==> config.mk <==
export PLATFORM = sky130hd
export DESIGN_NAME = elem_loop_seq
export DESIGN_NICKNAME = d
export VERILOG_FILES = /design/src/rtl/elem_seq_pkg.sv /design/src/rtl/elem_offs_regs.sv /design/src/rtl/elem_opnd_map.sv /design/src/rtl/elem_seq_ctrl.sv /design/src/rtl/elem_loop_seq.sv
export SDC_FILE = /design/constraint.sdc
export NUM_CORES = 1
export LEC_CHECK = 0
export ABC_CLOCK_PERIOD_IN_PS = 5400
export CAP_MARGIN = 20
export CORE_MARGIN = 1.5
export CORE_UTILIZATION = 65
export CTS_BUF_LIST = sky130_fd_sc_hd__clkbuf_8
export DETAILED_ROUTE_END_ITERATION = 12
export DONT_BUFFER_PORTS = 1
export MAX_ROUTING_LAYER = met4
export PLACE_DENSITY = 0.77
export SLEW_MARGIN = 20
export SYNTH_ARGS = -nofsm -noshare
export SYNTH_HDL_FRONTEND = slang
export SYNTH_SLANG_ARGS = --single-unit
==> constraint.sdc <==
create_clock -name clk -period 5.4 [get_ports clk]
set_clock_uncertainty 0.1 [all_clocks]
set_input_delay 0.54 -clock clk [delete_from_list [all_inputs] [get_ports clk]]
set_output_delay 0.54 -clock clk [all_outputs]
set_load 0.01 [all_outputs]
==> src/rtl/elem_seq_pkg.sv <==
package elem_seq_pkg;

  typedef enum logic [1:0] {
    ST_IDLE,
    ST_EVAL,
    ST_ISSUE,
    ST_WAIT
  } seq_state_t;

  localparam int NUM_OPND = 3;

endpackage

==> src/rtl/elem_offs_regs.sv <==
module elem_offs_regs #(
  parameter int MAXVL = 16,
  parameter int VLW   = 5,
  parameter int IDXW  = 4
) (
  input  logic            clk,
  input  logic            rst,
  input  logic            vl_wr,
  input  logic [VLW-1:0]  vl_wdata,
  input  logic            offs_ld,
  input  logic [IDXW-1:0] ld_elem,
  input  logic [1:0]      ld_sub,
  input  logic            start_clamp,
  input  logic [1:0]      sub_lim,
  input  logic            clr,
  input  logic            trunc,
  input  logic            skip,
  input  logic            step,
  output logic [VLW-1:0]  vl_q,
  output logic [IDXW-1:0] elem_q,
  output logic [1:0]      sub_q
);

  localparam logic [VLW-1:0] VL_MAX = VLW'(MAXVL);

  logic [VLW-1:0]  vl_clamped;
  logic [IDXW-1:0] elem_clamped;

  always_comb begin
    if (vl_wdata == '0)
      vl_clamped = VLW'(1);
    else if (vl_wdata > VL_MAX)
      vl_clamped = VL_MAX;
    else
      vl_clamped = vl_wdata;
  end

  always_comb begin
    if (VLW'(ld_elem) >= vl_q)
      elem_clamped = IDXW'(vl_q - VLW'(1));
    else
      elem_clamped = ld_elem;
  end

  always_ff @(posedge clk) begin
    if (rst) begin
      vl_q   <= VLW'(1);
      elem_q <= '0;
      sub_q  <= '0;
    end else if (vl_wr) begin
      vl_q   <= vl_clamped;
      elem_q <= '0;
      sub_q  <= '0;
    end else if (offs_ld) begin
      elem_q <= elem_clamped;
      sub_q  <= ld_sub;
    end else if (clr) begin
      elem_q <= '0;
      sub_q  <= '0;
    end else if (trunc) begin
      vl_q   <= VLW'(elem_q);
      elem_q <= '0;
      sub_q  <= '0;
    end else if (skip) begin
      elem_q <= elem_q + IDXW'(1);
      sub_q  <= '0;
    end else if (step) begin
      if (sub_q < sub_lim) begin
        sub_q <= sub_q + 2'd1;
      end else begin
        sub_q  <= '0;
        elem_q <= elem_q + IDXW'(1);
      end
    end else if (start_clamp && (sub_q > sub_lim)) begin
      sub_q <= sub_lim;
    end
  end

  // VL stays inside its legal range
  p_vl_range_r2: assert property (@(posedge clk) disable iff (rst)
    (vl_q >= VLW'(1)) && (vl_q <= VL_MAX));

  // the element offset never reaches VL
  p_elem_lt_vl_r11: assert property (@(posedge clk) disable iff (rst)
    VLW'(elem_q) < vl_q);

endmodule

==> src/rtl/elem_opnd_map.sv <==
module elem_opnd_map #(
  parameter int REGW = 7,
  parameter int LINW = 6
) (
  input  logic            vec,
  input  logic [REGW-1:0] base,
  input  logic [LINW-1:0] lin,
  output logic [REGW-1:0] reg_num
);

  always_comb begin
    if (vec)
      reg_num = base + REGW'(lin);
    else
      reg_num = base;
  end

endmodule

==> src/rtl/elem_seq_ctrl.sv <==
module elem_seq_ctrl
  import elem_seq_pkg::*;
#(
  parameter int MAXVL = 16,
  parameter int REGW  = 7,
  parameter int VLW   = 5,
  parameter int IDXW  = 4
) (
  input  logic                     clk,
  input  logic                     rst,
  input  logic                     start,
  input  logic [1:0]               subvl_m1,
  input  logic [2:0]               vec_flags,
  input  logic [REGW-1:0]          base_rd,
  input  logic [REGW-1:0]          base_rs1,
  input  logic [REGW-1:0]          base_rs2,
  input  logic [MAXVL-1:0]         pred_mask,
  input  logic                     zeroing,
  input  logic                     ffirst,
  input  logic                     iss_ready,
  input  logic                     cmp_valid,
  input  logic                     cmp_zero,
  input  logic                     cmp_exc,
  input  logic [VLW-1:0]           vl_q,
  input  logic [IDXW-1:0]          elem_q,
  input  logic [1:0]               sub_q,
  input  logic [NUM_OPND*REGW-1:0] map_num,
  output logic [1:0]               sub_lim,
  output logic [2:0]               vec_q,
  output logic [NUM_OPND*REGW-1:0] base_q,
  output logic                     iss_valid,
  output logic [REGW-1:0]          iss_rd,
  output logic [REGW-1:0]          iss_rs1,
  output logic [REGW-1:0]          iss_rs2,
  output logic [IDXW-1:0]          iss_elem,
  output logic [1:0]               iss_sub,
  output logic                     iss_zero,
  output logic                     start_clamp,
  output logic                     clr,
  output logic                     trunc,
  output logic                     skip,
  output logic                     step,
  output logic                     done,
  output logic                     trap
);

  seq_state_t       state;
  logic [1:0]       sub_m1_q;
  logic [MAXVL-1:0] mask_q;
  logic             zero_q;
  logic             ff_q;

  logic pbit;
  logic last_elem;
  logic last_sub;
  logic elem_nz;

  assign pbit      = mask_q[elem_q];
  assign last_elem = (VLW'(elem_q) == (vl_q - VLW'(1)));
  assign last_sub  = (sub_q == sub_m1_q);
  assign elem_nz   = (elem_q != '0);
  assign sub_lim   = (state == ST_IDLE) ? subvl_m1 : sub_m1_q;

  always_comb begin
    start_clamp = 1'b0;
    clr         = 1'b0;
    trunc       = 1'b0;
    skip        = 1'b0;
    step        = 1'b0;
    case (state)
      ST_IDLE: start_clamp = start;
      ST_EVAL: begin
        if (!pbit && !zero_q) begin
          if (last_elem) clr  = 1'b1;
          else           skip = 1'b1;
        end else if (!pbit && ff_q && elem_nz) begin
          trunc = 1'b1;
        end
      end
      ST_WAIT: begin
        if (cmp_valid && !cmp_exc) begin
          if (ff_q && cmp_zero && elem_nz) trunc = 1'b1;
          else if (last_elem && last_sub)  clr   = 1'b1;
          else                             step  = 1'b1;
        end
      end
      default: ;
    endcase
  end

  always_ff @(posedge clk) begin
    if (rst) begin
      state     <= ST_IDLE;
      sub_m1_q  <= '0;
      vec_q     <= '0;
      base_q    <= '0;
      mask_q    <= '0;
      zero_q    <= 1'b0;
      ff_q      <= 1'b0;
      iss_valid <= 1'b0;
      iss_rd    <= '0;
      iss_rs1   <= '0;
      iss_rs2   <= '0;
      iss_elem  <= '0;
      iss_sub   <= '0;
      iss_zero  <= 1'b0;
      done      <= 1'b0;
      trap      <= 1'b0;
    end else begin
      done <= 1'b0;
      trap <= 1'b0;
      case (state)
        ST_IDLE: begin
          if (start) begin
            sub_m1_q <= subvl_m1;
            vec_q    <= vec_flags;
            base_q   <= {base_rs2, base_rs1, base_rd};
            mask_q   <= pred_mask;
            zero_q   <= zeroing;
            ff_q     <= ffirst;
            state    <= ST_EVAL;
          end
        end
        ST_EVAL: begin
          if (clr || trunc) begin
            done  <= 1'b1;
            state <= ST_IDLE;
          end else if (!skip) begin
            iss_valid <= 1'b1;
            iss_rd    <= map_num[0*REGW +: REGW];
            iss_rs1   <= map_num[1*REGW +: REGW];
            iss_rs2   <= map_num[2*REGW +: REGW];
            iss_elem  <= elem_q;
            iss_sub   <= sub_q;
            iss_zero  <= !pbit;
            state     <= ST_ISSUE;
          end
        end
        ST_ISSUE: begin
          if (iss_ready) begin
            iss_valid <= 1'b0;
            state     <= ST_WAIT;
          end
        end
        ST_WAIT: begin
          if (cmp_valid) begin
            if (cmp_exc) begin
              trap  <= 1'b1;
              state <= ST_IDLE;
            end else if (trunc || clr) begin
              done  <= 1'b1;
              state <= ST_IDLE;
            end else begin
              state <= ST_EVAL;
            end
          end
        end
        default: state <= ST_IDLE;
      endcase
    end
  end

  // an offered issue is held unchanged until it is accepted
  p_valid_hold_r3: assert property (@(posedge clk) disable iff (rst)
    (iss_valid && !iss_ready) |=> (iss_valid && $stable(iss_rd) &&
      $stable(iss_rs1) && $stable(iss_rs2) && $stable(iss_elem) && $stable(iss_sub)));

  // zero-write requests only come from masked-out elements in zeroing mode
  p_zero_req_r6: assert property (@(posedge clk) disable iff (rst)
    (iss_valid && iss_zero) |-> (zero_q && !mask_q[iss_elem]));

endmodule

==> src/rtl/elem_loop_seq.sv <==
module elem_loop_seq
  import elem_seq_pkg::*;
#(
  parameter  int MAXVL = 16,
  parameter  int REGW  = 7,
  localparam int VLW   = $clog2(MAXVL + 1),
  localparam int IDXW  = $clog2(MAXVL)
) (
  input  logic             clk,
  input  logic             rst,
  input  logic             vl_wr,
  input  logic [VLW-1:0]   vl_wdata,
  input  logic             offs_ld,
  input  logic [IDXW-1:0]  offs_elem_in,
  input  logic [1:0]       offs_sub_in,
  input  logic             start,
  input  logic [1:0]       subvl_m1,
  input  logic [2:0]       vec_flags,
  input  logic [REGW-1:0]  base_rd,
  input  logic [REGW-1:0]  base_rs1,
  input  logic [REGW-1:0]  base_rs2,
  input  logic [MAXVL-1:0] pred_mask,
  input  logic             zeroing,
  input  logic             ffirst,
  output logic             iss_valid,
  input  logic             iss_ready,
  output logic [REGW-1:0]  iss_rd,
  output logic [REGW-1:0]  iss_rs1,
  output logic [REGW-1:0]  iss_rs2,
  output logic [IDXW-1:0]  iss_elem,
  output logic [1:0]       iss_sub,
  output logic             iss_zero,
  input  logic             cmp_valid,
  input  logic             cmp_zero,
  input  logic             cmp_exc,
  output logic [VLW-1:0]   vl_out,
  output logic [IDXW-1:0]  elem_offs,
  output logic [1:0]       sub_offs,
  output logic             trap,
  output logic             done
);

  localparam int LINW = IDXW + 2;

  logic [VLW-1:0]             vl_q;
  logic [IDXW-1:0]            elem_q;
  logic [1:0]                 sub_q;
  logic [1:0]                 sub_lim;
  logic [2:0]                 vec_q;
  logic [NUM_OPND*REGW-1:0]   base_q;
  logic [NUM_OPND*REGW-1:0]   map_num;
  logic                       start_clamp, clr, trunc, skip, step;
  logic [2:0]                 sub_cnt;
  logic [LINW-1:0]            lin;

  assign sub_cnt = {1'b0, sub_lim} + 3'd1;
  assign lin     = LINW'(elem_q) * LINW'(sub_cnt) + LINW'(sub_q);

  elem_offs_regs #(
    .MAXVL(MAXVL), .VLW(VLW), .IDXW(IDXW)
  ) u_offs (
    .clk(clk), .rst(rst),
    .vl_wr(vl_wr), .vl_wdata(vl_wdata),
    .offs_ld(offs_ld), .ld_elem(offs_elem_in), .ld_sub(offs_sub_in),
    .start_clamp(start_clamp), .sub_lim(sub_lim),
    .clr(clr), .trunc(trunc), .skip(skip), .step(step),
    .vl_q(vl_q), .elem_q(elem_q), .sub_q(sub_q)
  );

  for (genvar g = 0; g < NUM_OPND; g++) begin : g_opnd
    elem_opnd_map #(
      .REGW(REGW), .LINW(LINW)
    ) u_map (
      .vec(vec_q[g]),
      .base(base_q[g*REGW +: REGW]),
      .lin(lin),
      .reg_num(map_num[g*REGW +: REGW])
    );
  end

  elem_seq_ctrl #(
    .MAXVL(MAXVL), .REGW(REGW), .VLW(VLW), .IDXW(IDXW)
  ) u_ctrl (
    .clk(clk), .rst(rst), .start(start),
    .subvl_m1(subvl_m1), .vec_flags(vec_flags),
    .base_rd(base_rd), .base_rs1(base_rs1), .base_rs2(base_rs2),
    .pred_mask(pred_mask), .zeroing(zeroing), .ffirst(ffirst),
    .iss_ready(iss_ready), .cmp_valid(cmp_valid), .cmp_zero(cmp_zero), .cmp_exc(cmp_exc),
    .vl_q(vl_q), .elem_q(elem_q), .sub_q(sub_q), .map_num(map_num),
    .sub_lim(sub_lim), .vec_q(vec_q), .base_q(base_q),
    .iss_valid(iss_valid), .iss_rd(iss_rd), .iss_rs1(iss_rs1), .iss_rs2(iss_rs2),
    .iss_elem(iss_elem), .iss_sub(iss_sub), .iss_zero(iss_zero),
    .start_clamp(start_clamp), .clr(clr), .trunc(trunc), .skip(skip), .step(step),
    .done(done), .trap(trap)
  );

  assign vl_out    = vl_q;
  assign elem_offs = elem_q;
  assign sub_offs  = sub_q;

  // the cycle that reports a trap sees the offsets untouched
  p_trap_keeps_offs_r7: assert property (@(posedge clk) disable iff (rst)
    trap |-> ($stable(elem_offs) && $stable(sub_offs) && $stable(vl_out)));

  // a finished loop leaves both offsets at zero
  p_done_clears_r8: assert property (@(posedge clk) disable iff (rst)
    done |-> ((elem_offs == '0) && (sub_offs == '0)));

endmodule

==> reports/metrics.cfg <==
[status]
status=completed

[final_layout]
seqCellArea_um2=1760
finalNetCount=715
final_common_cell=nand2_1
layout_common_cells=124 x nand2_1, 88 x dfxtp_1, 75 x a21oi_1
multi_input_area_um2=3280
fillCellCount=676
final_util=0.698
num_antenna_cells=0
drive_above_1_share=0.0967
areaGrowthSynthToFinish_pct=2.27

[logic_synthesis]
syn_area_um2=5350
ys_ff_latch=88
syn_inst=629
avgSynthCellArea_um2=8.51
yosys_most_used_dff=dfxtp_1
ys_types=68
syn_nets=739
yosysSeqAreaShare=0.329
synth_edf_count=0
synth_warnings=0
postSynth.asyncResetShare=0

[placed_design]
gp_congestion=0.892
io_buffers=0
dpl.hpwl_um=8730

[critical_path]
cp_cell_sequence=nor2_1 > mux2i_1 > xnor2_1 > nor2_1 > fa_1 > ha_1 > fa_1 > a21o_1 > a21oi_1 > xnor2_1 > xnor2_1 > ha_1 > o21a_1 > o21ai_0 > xor2_1 > a211oi_2
cp_max_fo=9
cp_slowest_stage_delay_ns=0.57
worstPathArrival_ns=5.13
slowest_stage=mux2i_1
crit_path_start_kind=flip-flop
cp-end-kind=flip-flop
reg2reg_depth=16
cp.required_ns=5.52
critPathMostFrequentCell=xnor2_1
criticalPathCategory=reg2reg

[pwr]
leakagePower_uw=0.00225
ir_drop_mv=0.181
powerDensity_nw_per_um2=328

[die]
die-area_um2=8790
pin_count=106
start_util=0.682
chipHeight_um=93.7
fp.dieW_um=93.7
core-area_um2=7850
num_rows=32

[clock_network]
cts_resized=0
clk_latency_ns=0.37
cts_buffers=9
htreeDepth=3
cts.path.max_buffers=2
post_cts_buffers=0
clk_pin_slew_ns=0.10
cts-root-buf=clkbuf_8
hold_buffers=0
clock_sinks=88
cts_tree=done

[grt]
grt_start_max_net_pins=84
antenna_found_initial=0
grt.total_usage=0.295
grt_pass1_vias=4177
gr-total-overflow=0
grt_pass1_wl_um=19700

[route]
antenna_left=0
dr.pass1.iters=5
drc=0
wl_per_cell_um=17.0
avgViaCountPerCell=6.01
initialDrtViolationCount=246
num_vias=4282
finalWirelength_um=12100

[timing]
fin_crit_sh=0.929
tightest_slew_ns=0.949
drv_slew=0
timing.fmax_mhz=199
finalCriticalPeriod_ns=5.01
slew_headroom=0.368
finalHoldViolations=0
rsz0062_at_grt=no
tns_ns=0
timing.hold.ws_ns=0.134
finalSetupViolCount=0

[worst_hold_path]
min_path_cells=1
hold_path.class=in2reg

[flow_run]
drv_cap=0

## kinds of logic after synthesis
logic type / Yosys count / share of synthesized area
flops: 88 / 0.329
simple gates: 216 / 0.181
compound gates: 162 / 0.202
mux: 29 / 0.0598
buf+inv: 57 / 0.0587
xor+xnor: 30 / 0.0517
fa+ha+maj: 47 / 0.118
## stage by stage
stage	instances	setup slack, ns	total power, uW	cell area [um^2]
2_1_floorplan	629	0.938	1250	5350
3_3_place_gp	696	0.636	1300	5270
6_report	712	0.386	1800	5470
5_1_grt	712	0.0260	1900	5470
4_1_cts	712	0.367	1800	5470
3_5_place_dp	696	0.396	1330	5270
## routing by layer
metal	vias to the layer above	track usage	wire length, um
met3	21	0.0494	727
met4	0	0.111	237
met2	133	0.476	5700
li1	2122	-	-
met1	2006	0.371	5410
met5	-	-	0
## flip-flops by register name (all words and copies together) (netlist names), 2 cells and up, named ones only
name / cells
u_ctrl.iss_rs1: 7
u_ctrl.mask_q: 16
u_offs.sub_q: 2
u_ctrl.base_q: 21
u_offs.vl_q: 5
u_ctrl.iss_sub: 2
u_ctrl.iss_rd: 7
u_ctrl.iss_elem: 4
u_ctrl.sub_m1_q: 2
u_ctrl.iss_rs2: 7
u_ctrl.vec_q: 3
u_offs.elem_q: 4
## area by class of cell
type,count,area share
multi-input combinational,484,0.600
inverter,17,0.0117
tap,102,0.0233
clock inverter,7,0.0142
clock buffer,9,0.0226
timing repair buffer,5,0.00686
sequential,88,0.322
## critical path: cells and delay by family, from the launching register on
family	cells	cell delay, ns
multiplexers	1	0.57
flip-flops	1	0.40
AND/OR/NAND/NOR	2	0.52
AO/OA/AOI/OAI	5	0.78
adder cells (fa/ha/maj)	4	1.59
XOR/XNOR	4	0.91
## path summary, 6_finish.rpt
kind                                        from           endpoint  slack (ns)
worst max-delay path                   flip-flop  u_ctrl.iss_rs1[6]        0.39
worst min-delay path                         rst     u_offs.vl_q[3]        0.13
worst max register to register         flip-flop  u_ctrl.iss_rs1[6]        0.39
worst min register to register  u_ctrl.mask_q[4]   u_ctrl.mask_q[4]        0.36
## power by group
part | internal (uW) | switching [uW] | total [uW]
combinational | 197 | 292 | 489
sequential | 729 | 96.8 | 826
clock | 219 | 263 | 482
total | 1140 | 652 | 1800
## Yosys cell counts (12+ instances only)
master | number | share of area
o21ai_0 | 13 | 0.012
mux2i_1 | 23 | 0.043
nand2_1 | 124 | 0.087
ha_1 | 40 | 0.094
inv_1 | 13 | 0.0091
clkbuf_1 | 21 | 0.015
a21oi_1 | 75 | 0.070
dfxtp_1 | 88 | 0.33
nor2_1 | 42 | 0.029
xnor2_1 | 18 | 0.029
a21o_1 | 17 | 0.024
o21ai_1 | 12 | 0.011
No activity file was read; power rests on OpenSTA's default activity.
